--- src/rtl/dir_pkg.sv ---
package dir_pkg;
  typedef enum logic [1:0] {
    BLK_INV = 2'd0,
    BLK_RC  = 2'd1,
    BLK_WD  = 2'd2
  } blk_state_e;

  typedef enum logic [1:0] {
    ENG_IDLE = 2'd0,
    ENG_SEND = 2'd1,
    ENG_WAIT = 2'd2,
    ENG_TRAP = 2'd3
  } eng_state_e;
endpackage

--- src/rtl/dir_rst_sync.sv ---
module dir_rst_sync (
  input  logic clk,
  input  logic rst_n,
  output logic rst_sync_n
);
  logic [1:0] sync_q;

  always_ff @(posedge clk or negedge rst_n) begin
    if (!rst_n) sync_q <= 2'b00;
    else        sync_q <= {sync_q[0], 1'b1};
  end

  assign rst_sync_n = sync_q[1];
endmodule

--- src/rtl/dir_entry_store.sv ---
module dir_entry_store
  import dir_pkg::*;
#(
  parameter int NUM_BLOCKS = 8,
  parameter int ADDR_W     = 3,
  parameter int NODE_W     = 3,
  parameter int SLOTS      = 4,
  parameter int CNT_W      = 3,
  parameter int NUM_PTRS   = 4
) (
  input  logic                          clk,
  input  logic                          rst_n,
  input  logic [ADDR_W-1:0]             rd_addr,
  output blk_state_e                    rd_state,
  output logic                          rd_ovf,
  output logic [CNT_W-1:0]              rd_cnt,
  output logic [SLOTS-1:0][NODE_W-1:0]  rd_ptrs,
  input  logic                          wr_en,
  input  logic [ADDR_W-1:0]             wr_addr,
  input  blk_state_e                    wr_state,
  input  logic                          wr_ovf,
  input  logic [CNT_W-1:0]              wr_cnt,
  input  logic [SLOTS-1:0][NODE_W-1:0]  wr_ptrs
);
  blk_state_e                   state_q [NUM_BLOCKS];
  logic                         ovf_q   [NUM_BLOCKS];
  logic [CNT_W-1:0]             cnt_q   [NUM_BLOCKS];
  logic [SLOTS-1:0][NODE_W-1:0] ptr_q   [NUM_BLOCKS];

  always_ff @(posedge clk or negedge rst_n) begin
    if (!rst_n) begin
      for (int b = 0; b < NUM_BLOCKS; b++) begin
        state_q[b] <= BLK_INV;
        ovf_q[b]   <= 1'b0;
        cnt_q[b]   <= '0;
      end
    end else if (wr_en) begin
      state_q[wr_addr] <= wr_state;
      ovf_q[wr_addr]   <= wr_ovf;
      cnt_q[wr_addr]   <= wr_cnt;
    end
  end

  always_ff @(posedge clk) begin
    if (wr_en) ptr_q[wr_addr] <= wr_ptrs;
  end

  assign rd_state = state_q[rd_addr];
  assign rd_ovf   = ovf_q[rd_addr];
  assign rd_cnt   = cnt_q[rd_addr];
  assign rd_ptrs  = ptr_q[rd_addr];

  // The hardware list never records more sharers than it has slots.
  assert_no_overflow_R3: assert property (@(posedge clk) disable iff (!rst_n)
    wr_en |-> (wr_cnt <= CNT_W'(NUM_PTRS)))
    else $error("sharer count written above capacity");

  // A read-clean entry always names at least one sharer.
  assert_rc_nonempty_R2: assert property (@(posedge clk) disable iff (!rst_n)
    (wr_en && wr_state == BLK_RC) |-> (wr_cnt != '0))
    else $error("read-clean entry written with no sharer");
endmodule

--- src/rtl/dir_sharer_match.sv ---
module dir_sharer_match #(
  parameter int NODE_W = 3,
  parameter int SLOTS  = 4,
  parameter int CNT_W  = 3
) (
  input  logic [SLOTS-1:0][NODE_W-1:0] ptrs,
  input  logic [CNT_W-1:0]             cnt,
  input  logic [NODE_W-1:0]            node,
  output logic                         hit,
  output logic [SLOTS-1:0]             others_mask
);
  logic [SLOTS-1:0] match;

  for (genvar s = 0; s < SLOTS; s++) begin : g_slot
    logic live;
    assign live           = (CNT_W'(s) < cnt);
    assign match[s]       = live && (ptrs[s] == node);
    assign others_mask[s] = live && (ptrs[s] != node);
  end

  assign hit = |match;
endmodule

--- src/rtl/dir_home_ctrl.sv ---
module dir_home_ctrl
  import dir_pkg::*;
#(
  parameter int NUM_BLOCKS = 8,
  parameter int NODE_W     = 3,
  parameter int NUM_PTRS   = 4,
  localparam int ADDR_W    = (NUM_BLOCKS > 1) ? $clog2(NUM_BLOCKS) : 1
) (
  input  logic              clk,
  input  logic              rst_n,
  input  logic              req_valid,
  input  logic              req_write,
  input  logic [ADDR_W-1:0] req_addr,
  input  logic [NODE_W-1:0] req_node,
  output logic              rsp_valid,
  output logic              rsp_excl,
  output logic [NODE_W-1:0] rsp_node,
  output logic              nack_valid,
  output logic [NODE_W-1:0] nack_node,
  output logic              inv_valid,
  output logic              inv_fetch,
  output logic [ADDR_W-1:0] inv_addr,
  output logic [NODE_W-1:0] inv_node,
  input  logic              ack_valid,
  output logic              trap_valid,
  output logic              trap_write,
  output logic [ADDR_W-1:0] trap_addr,
  output logic [NODE_W-1:0] trap_node,
  input  logic              trap_done,
  input  logic              trap_release
);
  localparam bit ZERO_MODE = (NUM_PTRS == 0);
  localparam int SLOTS     = ZERO_MODE ? 2 : NUM_PTRS;
  localparam int CNT_W     = $clog2(SLOTS + 1);
  localparam int SEL_W     = $clog2(SLOTS);

  typedef logic [SLOTS-1:0][NODE_W-1:0] ptr_vec_t;

  logic rst_sync_n;
  dir_rst_sync u_rst (.clk(clk), .rst_n(rst_n), .rst_sync_n(rst_sync_n));

  // Entry storage and lookup
  logic [ADDR_W-1:0] rd_addr;
  blk_state_e        rd_state, wr_state;
  logic              rd_ovf, wr_ovf, wr_en;
  logic [CNT_W-1:0]  rd_cnt, wr_cnt;
  ptr_vec_t          rd_ptrs, wr_ptrs;
  logic              hit;
  logic [SLOTS-1:0]  others_mask;

  // Transaction registers
  eng_state_e        eng_q, eng_d;
  logic [ADDR_W-1:0] addr_q, addr_d;
  logic [NODE_W-1:0] node_q, node_d;
  logic              write_q, write_d, fetch_q, fetch_d;
  ptr_vec_t          wk_q, wk_d, ptrs_v;
  logic [SLOTS-1:0]  mask_q, mask_d, pick_onehot;
  logic [CNT_W-1:0]  pend_q, pend_d;
  logic [SEL_W-1:0]  pick_idx;
  logic              rsp_valid_d, rsp_excl_d, nack_valid_d;
  logic [NODE_W-1:0] rsp_node_d, nack_node_d;

  dir_entry_store #(
    .NUM_BLOCKS(NUM_BLOCKS), .ADDR_W(ADDR_W), .NODE_W(NODE_W),
    .SLOTS(SLOTS), .CNT_W(CNT_W), .NUM_PTRS(NUM_PTRS)
  ) u_store (
    .clk(clk), .rst_n(rst_sync_n),
    .rd_addr(rd_addr), .rd_state(rd_state), .rd_ovf(rd_ovf),
    .rd_cnt(rd_cnt), .rd_ptrs(rd_ptrs),
    .wr_en(wr_en), .wr_addr(addr_d), .wr_state(wr_state),
    .wr_ovf(wr_ovf), .wr_cnt(wr_cnt), .wr_ptrs(wr_ptrs)
  );

  dir_sharer_match #(.NODE_W(NODE_W), .SLOTS(SLOTS), .CNT_W(CNT_W)) u_match (
    .ptrs(rd_ptrs), .cnt(rd_cnt), .node(req_node),
    .hit(hit), .others_mask(others_mask)
  );

  assign rd_addr = (eng_q == ENG_IDLE) ? req_addr : addr_q;

  // Lowest pending invalidation target
  always_comb begin
    pick_idx = '0;
    for (int s = SLOTS - 1; s >= 0; s--) begin
      if (mask_q[s]) pick_idx = SEL_W'(s);
    end
    pick_onehot = SLOTS'(1) << pick_idx;
  end

  // Next-state logic
  always_comb begin
    eng_d        = eng_q;
    addr_d       = addr_q;
    node_d       = node_q;
    write_d      = write_q;
    fetch_d      = fetch_q;
    wk_d         = wk_q;
    mask_d       = mask_q;
    pend_d       = pend_q + CNT_W'(eng_q == ENG_SEND) - CNT_W'(ack_valid);
    rsp_valid_d  = 1'b0;
    rsp_excl_d   = rsp_excl;
    rsp_node_d   = rsp_node;
    nack_valid_d = 1'b0;
    nack_node_d  = nack_node;
    ptrs_v       = rd_ptrs;
    wr_en        = 1'b0;
    wr_state     = rd_state;
    wr_ovf       = rd_ovf;
    wr_cnt       = rd_cnt;
    wr_ptrs      = rd_ptrs;

    if (req_valid && eng_q != ENG_IDLE) begin
      nack_valid_d = 1'b1;
      nack_node_d  = req_node;
    end

    case (eng_q)
      ENG_IDLE: begin
        if (req_valid) begin
          addr_d     = req_addr;
          node_d     = req_node;
          write_d    = req_write;
          rsp_node_d = req_node;
          if (ZERO_MODE || rd_ovf) begin
            eng_d = ENG_TRAP;
          end else if ((rd_state == BLK_WD) && !hit) begin
            wk_d    = rd_ptrs;
            mask_d  = SLOTS'(1);
            fetch_d = 1'b1;
            eng_d   = ENG_SEND;
          end else if (rd_state == BLK_WD) begin
            rsp_valid_d = 1'b1;
            rsp_excl_d  = 1'b1;
          end else if (req_write && rd_state == BLK_RC && others_mask != '0) begin
            wk_d    = rd_ptrs;
            mask_d  = others_mask;
            fetch_d = 1'b0;
            eng_d   = ENG_SEND;
          end else if (req_write) begin
            ptrs_v[0]   = req_node;
            wr_en       = 1'b1;
            wr_state    = BLK_WD;
            wr_cnt      = CNT_W'(1);
            wr_ptrs     = ptrs_v;
            rsp_valid_d = 1'b1;
            rsp_excl_d  = 1'b1;
          end else if (rd_state == BLK_INV) begin
            ptrs_v[0]   = req_node;
            wr_en       = 1'b1;
            wr_state    = BLK_RC;
            wr_cnt      = CNT_W'(1);
            wr_ptrs     = ptrs_v;
            rsp_valid_d = 1'b1;
            rsp_excl_d  = 1'b0;
          end else if (hit) begin
            rsp_valid_d = 1'b1;
            rsp_excl_d  = 1'b0;
          end else if (rd_cnt < CNT_W'(SLOTS)) begin
            ptrs_v[rd_cnt[SEL_W-1:0]] = req_node;
            wr_en       = 1'b1;
            wr_cnt      = rd_cnt + CNT_W'(1);
            wr_ptrs     = ptrs_v;
            rsp_valid_d = 1'b1;
            rsp_excl_d  = 1'b0;
          end else begin
            wr_en  = 1'b1;
            wr_ovf = 1'b1;
            eng_d  = ENG_TRAP;
          end
        end
      end
      ENG_SEND: begin
        mask_d = mask_q & ~pick_onehot;
        if (mask_d == '0) eng_d = ENG_WAIT;
      end
      ENG_WAIT: begin
        if (pend_d == '0) begin
          wr_en = 1'b1;
          if (write_q) begin
            ptrs_v[0] = node_q;
            wr_state  = BLK_WD;
            wr_cnt    = CNT_W'(1);
          end else begin
            ptrs_v[0] = wk_q[0];
            ptrs_v[1] = node_q;
            wr_state  = BLK_RC;
            wr_cnt    = CNT_W'(2);
          end
          wr_ptrs     = ptrs_v;
          rsp_valid_d = 1'b1;
          rsp_excl_d  = write_q;
          rsp_node_d  = node_q;
          eng_d       = ENG_IDLE;
        end
      end
      default: begin
        if (trap_done) begin
          eng_d = ENG_IDLE;
          if (trap_release) begin
            wr_en    = 1'b1;
            wr_state = BLK_INV;
            wr_ovf   = 1'b0;
            wr_cnt   = '0;
          end
        end
      end
    endcase
  end

  // Registers
  always_ff @(posedge clk or negedge rst_sync_n) begin
    if (!rst_sync_n) begin
      eng_q      <= ENG_IDLE;
      addr_q     <= '0;
      node_q     <= '0;
      write_q    <= 1'b0;
      fetch_q    <= 1'b0;
      wk_q       <= '0;
      mask_q     <= '0;
      pend_q     <= '0;
      rsp_valid  <= 1'b0;
      rsp_excl   <= 1'b0;
      rsp_node   <= '0;
      nack_valid <= 1'b0;
      nack_node  <= '0;
    end else begin
      eng_q      <= eng_d;
      addr_q     <= addr_d;
      node_q     <= node_d;
      write_q    <= write_d;
      fetch_q    <= fetch_d;
      wk_q       <= wk_d;
      mask_q     <= mask_d;
      pend_q     <= pend_d;
      rsp_valid  <= rsp_valid_d;
      rsp_excl   <= rsp_excl_d;
      rsp_node   <= rsp_node_d;
      nack_valid <= nack_valid_d;
      nack_node  <= nack_node_d;
    end
  end

  assign inv_valid  = (eng_q == ENG_SEND);
  assign inv_fetch  = fetch_q;
  assign inv_addr   = addr_q;
  assign inv_node   = wk_q[pick_idx];
  assign trap_valid = (eng_q == ENG_TRAP);
  assign trap_write = write_q;
  assign trap_addr  = addr_q;
  assign trap_node  = node_q;

  // Trap fields stay put until the handler finishes.
  assert_trap_stable_R3: assert property (@(posedge clk) disable iff (!rst_sync_n)
    (trap_valid && !trap_done) |=> (trap_valid && $stable({trap_addr, trap_node, trap_write})))
    else $error("trap fields moved before done");

  // No grant while acknowledgements are outstanding and none arrives.
  assert_grant_after_acks_R6: assert property (@(posedge clk) disable iff (!rst_sync_n)
    (eng_q == ENG_WAIT && pend_q > CNT_W'(1)) |=> !rsp_valid)
    else $error("exclusive grant before all acknowledgements");

  // Acknowledgements only come for invalidations already issued.
  assert_ack_expected_R6: assert property (@(posedge clk) disable iff (!rst_sync_n)
    ack_valid |-> (pend_q != '0 || inv_valid))
    else $error("acknowledgement with nothing outstanding");

  // Grants, invalidations and traps never overlap.
  assert_one_action_R7: assert property (@(posedge clk) disable iff (!rst_sync_n)
    $onehot0({rsp_valid, inv_valid, trap_valid}))
    else $error("more than one outbound action");

  // A request while busy is told to retry.
  assert_busy_retry_R8: assert property (@(posedge clk) disable iff (!rst_sync_n)
    (req_valid && eng_q != ENG_IDLE) |=> (nack_valid && nack_node == $past(req_node)))
    else $error("busy request not refused");

  // An entry carrying the overflow mark always traps.
  assert_ovf_traps_R4: assert property (@(posedge clk) disable iff (!rst_sync_n)
    (req_valid && eng_q == ENG_IDLE && rd_ovf) |=> trap_valid)
    else $error("overflowed entry handled in hardware");

  if (ZERO_MODE) begin : g_zero_chk
    assert_zero_traps_R5: assert property (@(posedge clk) disable iff (!rst_sync_n)
      (req_valid && eng_q == ENG_IDLE) |=> (trap_valid && !rsp_valid))
      else $error("zero-slot directory did not trap");
  end
endmodule

--- config.mk ---
export PLATFORM = sky130hd
export DESIGN_NAME = dir_home_ctrl
export DESIGN_NICKNAME = d
export VERILOG_FILES = /design/src/rtl/dir_pkg.sv /design/src/rtl/dir_rst_sync.sv /design/src/rtl/dir_entry_store.sv /design/src/rtl/dir_sharer_match.sv /design/src/rtl/dir_home_ctrl.sv
export SDC_FILE = /design/constraint.sdc
export NUM_CORES = 1
export LEC_CHECK = 0
export BUFFER_PORTS_ARGS = -buffer_cell sky130_fd_sc_hd__buf_2
export CAP_MARGIN = 25
export CORE_ASPECT_RATIO = 1.4
export CORE_MARGIN = 2
export CORE_UTILIZATION = 45
export CTS_BUF_LIST = sky130_fd_sc_hd__clkbuf_8
export CTS_CLUSTER_SIZE = 28
export DETAILED_ROUTE_END_ITERATION = 12
export SKIP_LAST_GASP = 1
export SYNTH_ARGS = -nofsm -noshare
export SYNTH_HDL_FRONTEND = slang
export SYNTH_HIERARCHICAL = 1
export SYNTH_SLANG_ARGS = --single-unit
--- constraint.sdc ---
create_clock -name clk -period 3 [get_ports clk]
set_input_delay 0.6 -clock clk [delete_from_list [all_inputs] [get_ports clk]]
set_output_delay 0.6 -clock clk [all_outputs]
set_load 0.02 [all_outputs]
==> flow_summary.json, run 1 <==
{
  "status": "finished, violations left",
  "violations": "negative setup slack",
  "tns_ns": -327.77,
  "drtPass1Iterations": 5,
  "p_leak_nw": 5.112,
  "grt_pass1_wl_um": 36050,
  "r2r_slack_ns": -1.46,
  "drt_iter0_drc": 411,
  "start_util_pct": 45.49,
  "die_area_um2": 21070,
  "critPathMaxFanout": 8,
  "antenna_found_initial": 0,
  "die_w_um": 123.2,
  "syn_area_per_cell_um2": 15.42,
  "finalSetupViolCount": 261,
  "cts_max_path_buffers": 2,
  "skew_ns": 0.01464,
  "clk_pin_slew_ns": 0.10,
  "rows": 61,
  "synth_flop_cell": "edfxtp_1",
  "power_density_nw_per_um2": 1221,
  "wire_per_inst_um": 23.19,
  "cts.sinks": 184,
  "fmax_mhz": 224.4,
  "drive_gt1_share_pct": 54.09,
  "nets": 783,
  "cp-start-kind": "register",
  "tritoncts": "done",
  "die_h_um": 170.9,
  "io_pins": 38,
  "synth-warning-count": 6,
  "routed_via_density": 5.756,
  "grt_start_max_net_pins": 85,
  "core_area_um2": 19690,
  "drc": 0,
  "synth.cell_area_um2": 8959,
  "ys_seq_area_share_pct": 56.76,
  "timing.rr.end": "u_store/ptr_q[0][6]",
  "period_share_pct": 148.5,
  "synth_nets": 606,
  "hp-class": "register to async pin",
  "hold_violations": 0,
  "maxCapViolCount": 0,
  "gp_congestion": 0.8839,
  "insertion_delay_ns": 0.47,
  "cts_root_buf": "clkbuf_8",
  "synth_cell_types": 71,
  "fillers": 1459,
  "slew_viol_final": 0,
  "async_reset_ff_share_pct": 47.83,
  "htree_levels": 4,
  "path_class": "register to register",
  "rsz0062_at_grt": "yes",
  "grt.total_usage_pct": 23.41,
  "cts_made_buffers": 17,
  "synth_edf_count": 96,
  "routed_wirelength_um": 23720,
  "worst_ep_arrival_time_ns": 4.65,
  "period_needed_ns": 4.456,
  "worstPathRequired_ns": 3.19,
  "port_buffers": 37,
  "grt_overflow": 0,
  "tightest_slew_ns": 0.8855,
  "multiInputGateArea_um2": 4330,
  "areaGrowthSynthToFinish_pct": 34.73,
  "dp_hpwl_um": 15110,
  "grt_pass1_vias": 6211,
  "worst_slack_ns": -1.456,
  "hold_ws_ns": 0.1116,
  "regArea_um2": 5089,
  "antenna_left": 0,
  "diodes": 0,
  "synth-seq-cells": 184,
  "r2r_start": "eng_q[0]",
  "rr_worst_depth": 20,
  "netlist_instances": 581,
  "relSlewSlack_pct": 40.97,
  "via_count": 5888,
  "max-vdd-ir-drop_uv": 453.3,
  "critPathCaptureType": "register"
}
## what timing repair did
action                                 4_1_cts  5_1_grt
setup buffers                               28       10
setup endpoints to repair                  264      266
endpoints found under the hold margin        2        0
pin swaps                                   32       30
resized for setup                          140       46
hold buffers                                 1        0
cloned                                       8        1
## kinds of logic after synthesis
logic type	count (synthesis)	share of synthesized area (%)
buf+inv	53	2.891
xor+xnor	13	1.439
other cells	1	0.04186
compound gates	81	6.536
flops	184	56.76
fa+ha+maj	13	1.871
simple gates	89	6.089
mux	147	24.37
## layer usage
layer	global-route usage, %	part of all wire (%)	vias up
li1	-	-	2635
met1	28.45	40	3059
met2	40.73	53	153
met3	4.067	3.1	41
met4	9.634	3.3	0
met5	0	0	-
## worst max-delay path by stage
stage,from,end,slack (ns)
after floorplan,eng_q[1],u_store/cnt_q[21],-1.80
after global placement,eng_q[1],u_store/ptr_q[2][4],-1.63
after detailed placement,eng_q[1],u_store/ovf_q[5],-1.76
after CTS,eng_q[1],u_store/state_q[15],-1.38
after global routing,eng_q[0],u_store/state_q[15],-1.62
final,eng_q[0],u_store/ptr_q[0][6],-1.46
## area by class of cell
| type | instances | area share [%] |
|---|---|---|
| Clock buffer | 19 | 2.166 |
| Multi-Input combinational cell | 344 | 35.88 |
| Timing Repair Buffer | 187 | 14.58 |
| Sequential cell | 184 | 42.16 |
| Inverter | 20 | 0.9848 |
| Timing Repair inverter | 4 | 0.4146 |
| Tap cell | 252 | 2.612 |
| Clock inverter | 13 | 1.202 |
## report_power, final
part           internal [mW]  total, mW  switching (mW)
Sequential              3.83       4.14           0.312
Clock                  0.791       1.71           0.921
Combinational           4.49       8.89            4.40
## worst max-delay path, cell delays in order, from the launching register on
cell and delay (ns):
dfrtp_1 0.40, inv_2 0.08, ha_4 0.16, mux2_4 0.34
buf_12 0.15, buf_16 0.14, mux4_2 0.42, mux2_4 0.32
xor2_2 0.15, nor3_2 0.26, nor2_2 0.09, nor4_4 0.35
nor3b_2 0.08, o22ai_1 0.14, a21oi_1 0.09, a21oi_1 0.14
buf_4 0.17, nor4b_4 0.26, buf_12 0.15, buf_12 0.13
buf_12 0.12
## synth_stat cells (all sizes together), types with 4 or more instances
cell type / number / area share [%]
dfrtp: 88 / 25
nand2: 19 / 0.82
nand3b: 4 / 0.34
clkbuf: 10 / 0.45
inv: 19 / 0.80
a32oi: 4 / 0.39
buf: 23 / 1.6
edfxtp: 96 / 32
o22ai: 4 / 0.28
a31oi: 8 / 0.56
a32o: 7 / 0.78
nand4: 4 / 0.28
mux2i: 10 / 1.1
mux2: 101 / 13
nor2: 14 / 0.70
ha: 11 / 1.5
o21ai: 20 / 1.2
mux4: 36 / 11
nand3: 15 / 0.84
nor2b: 4 / 0.31
xnor2: 9 / 0.88
o31ai: 5 / 0.57
a21oi: 13 / 0.77
nor3: 4 / 0.34
and2: 4 / 0.28
## cell usage in the layout, fill, tap and decap left out, drive strengths merged, types with 4 or more instances in the layout
master	Yosys	final
a21oi	13	13
a31oi	8	8
a32o	7	7
a32oi	4	4
and2	4	4
buf	23	185
clkbuf	10	20
clkinv	1	8
dfrtp	88	88
edfxtp	96	96
ha	11	11
inv	19	24
mux2	101	101
mux2i	10	10
mux4	36	36
nand2	19	19
nand3	15	15
nand3b	4	4
nand4	4	4
nor2	14	14
nor2b	4	4
nor3	4	4
o21ai	20	20
o22ai	4	4
o31ai	5	5
xnor2	9	9
## flip-flops by register name (all words and copies together) (netlist names)
signal and cells:
u_store/ptr_q 96, u_store/cnt_q 24, u_store/state_q 16, wk_q 12
u_store/ovf_q 8, mask_q 4, inv_addr 3, nack_node 3
pend_q 3, rsp_node 3, trap_node 3, eng_q 2
u_rst/sync_q 2, inv_fetch 1, nack_valid 1, rsp_excl 1
rsp_valid 1, trap_write 1
## metrics by stage
| stage | instance area (µm²) | utilization, % | instances | worst slack (ns) | power, mW |
|---|---|---|---|---|---|
| 4_1_cts | 11760 | 59.73 | 1014 | -1.376 | 14.18 |
| 6_report | 12070 | 61.30 | 1023 | -1.456 | 14.74 |
| 2_1_floorplan | 9111 | - | 581 | -1.802 | 8.507 |
| 3_3_place_gp | 10400 | 52.80 | 947 | -1.633 | 11.01 |
| 3_5_place_dp | 10400 | 52.80 | 947 | -1.757 | 11.18 |
| 5_1_grt | 12070 | 61.30 | 1023 | -1.618 | 15.47 |
Power figures use the tool's default switching activity.
==> run 2: changes to the inputs <==
- MAX_ROUTING_LAYER: default -> met4
==> run 2 against run 1 <==
  * The run still ends with negative setup slack left
  * Cell area shrank 5.9%
  * Via count is 2.6% lower
  * Total power fell by 5.9%
  * Non-clock buffer count is 14 lower
  * Largest cell class unchanged
  * Highest routed layer unchanged
==> flow_summary.json, run 2 (synthesis results as in run 1) <==
{
  "path_class": "register to register",
  "via_count": 5733,
  "maxCapViolCount": 0,
  "cp-start-kind": "register",
  "layout.cells.most_common": "buf_4",
  "grt_pass1_vias": 5992,
  "nets": 769,
  "power_density_nw_per_um2": 1222,
  "die_h_um": 170.9,
  "tns_ns": -320.63,
  "cts_root_buf": "clkbuf_8",
  "period_needed_ns": 4.413,
  "gp_congestion": 0.9318,
  "core_area_um2": 19690,
  "rows": 61,
  "cts_max_path_buffers": 2,
  "hold_ws_ns": 0.3572,
  "worst_ep_arrival_time_ns": 4.76,
  "start_util_pct": 45.49,
  "antenna_left": 0,
  "diodes": 0,
  "fmax_mhz": 226.6,
  "drive_gt1_share_pct": 48.61,
  "tightest_slew_ns": 0.7389,
  "finalPower_mw": 13.87,
  "tritoncts": "done",
  "worst_slack_ns": -1.413,
  "grt_pass1_wl_um": 34760,
  "critPathMaxFanout": 8,
  "status": "finished, violations left",
  "htree_levels": 4,
  "io_pins": 38,
  "drtPass1Iterations": 5,
  "p_leak_nw": 4.823,
  "grt_overflow": 0,
  "areaGrowthSynthToFinish_pct": 26.76,
  "fillers": 1553,
  "registers.top_by_ff_count": "u_store/ptr_q",
  "drc": 0,
  "layout_common_cells": "buf_4, edfxtp_1, dfrtp_1",
  "skew_ns": 0.01824,
  "max-vdd-ir-drop_uv": 418.0,
  "violations": "negative setup slack",
  "stdcell_area_um2": 11360,
  "grt_start_max_net_pins": 53,
  "finalSetupViolCount": 264,
  "rsz0062_at_grt": "yes",
  "insertion_delay_ns": 0.47,
  "die_area_um2": 21070,
  "worstPathRequired_ns": 3.35,
  "die_w_um": 123.2,
  "critPathCaptureType": "register",
  "period_share_pct": 147.1,
  "clk_pin_slew_ns": 0.11,
  "hp-class": "register to register",
  "wire_per_inst_um": 23.21,
  "reg.largest.list": "u_store/ptr_q x96, u_store/cnt_q x24, u_store/state_q x16",
  "slew_viol_final": 0,
  "routed_wirelength_um": 23420,
  "port_buffers": 37,
  "cts.sinks": 184,
  "hold_violations": 0,
  "placed_area_um2": 10410,
  "dp_hpwl_um": 16250,
  "largest_reg_flops": 96,
  "drt_iter0_drc": 429,
  "relSlewSlack_pct": 50.74,
  "routed_via_density": 5.682,
  "grt.total_usage_pct": 23.43,
  "antenna_found_initial": 0,
  "cts_made_buffers": 17
}
[run 2: changes by cell type in the layout (fill, tap and decap cells not counted), moves of 4 or more]
cell and delta:
buf_6 -12, buf_12 -5, buf_4 +7, mux2_1 +11, mux2_2 +32, mux2_4 -43
nand3_1 +4
[run 2: area by class of cell]
cell class                 count  area, µm²  area share, %
sequential                   184       5089          44.81
multi-input combinational    344       3946          34.75
timing repair buffer         173       1480          13.03
tap                          252      315.3          2.777
clock buffer                  18      247.7          2.182
inverter                      20      120.1          1.058
clock inverter                14      115.1          1.014
timing repair inverter         4      42.54         0.3746
[run 2: what timing repair did]
action / CTS / global route
endpoints found under the setup margin: 264 / 264
hold buffers: 1 / 0
pin swaps: 11 / 8
setup buffers: 18 / 6
cloned: 3 / 3
gates resized for setup: 57 / 20
endpoints found under the hold margin: 2 / 0
[run 2: worst paths after layout]
check | startpoint | to | slack, ns | depth (start not counted)
max in group asynchronous | u_rst/sync_q[1] | inv_addr[2] | 1.85 | 1
setup reg to reg | eng_q[0] | u_store/cnt_q[13] | -1.41 | 20
min in group asynchronous | u_rst/sync_q[1] | rsp_node[1] | 0.40 | 0
setup / recovery | eng_q[0] | u_store/cnt_q[13] | -1.41 | 20
hold reg to reg | u_rst/sync_q[0] | u_rst/sync_q[1] | 0.36 | 0
hold / removal | u_rst/sync_q[0] | u_rst/sync_q[1] | 0.36 | 0
[run 2: layer usage]
layer / share of wire, % / global-route usage (%) / vias up
met5: 0 / - / -
met4: 2.7 / 8.844 / 0
met3: 3.2 / 3.700 / 38
met2: 55 / 41.09 / 139
met1: 39 / 26.70 / 2963
li1: - / - / 2593
[run 2: where the power goes]
| group | internal (mW) | switching (mW) |
|---|---|---|
| sequential | 3.83 | 0.331 |
| combinational | 4.03 | 4.13 |
| clock | 0.620 | 0.941 |
[run 2: critical path, cell delays in order, from the launching register on]
cell and delay, ns:
dfrtp_1 0.40, inv_2 0.08, ha_4 0.16, mux2_4 0.38, buf_12 0.17, mux4_1 0.47
mux2_2 0.32, xnor2_1 0.24, nand3_1 0.11, o21ai_0 0.23, o2bb2ai_2 0.16, inv_1 0.09
o21ai_1 0.14, o22ai_1 0.10, a21oi_1 0.14, a21oi_1 0.09, buf_4 0.18, buf_4 0.14
nand4b_1 0.11, buf_6 0.21, mux2_2 0.36
[run 2: per-stage QoR]
| stage | utilization [%] | worst slack, ns | std cells |
|---|---|---|---|
| final | 57.67 | -1.413 | 1009 |
| after global placement | 52.88 | -1.394 | 946 |
| after floorplan | - | -1.802 | 581 |
| after CTS | 56.77 | -1.355 | 1000 |
| after detailed placement | 52.88 | -1.472 | 946 |
| after global routing | 57.67 | -1.536 | 1009 |
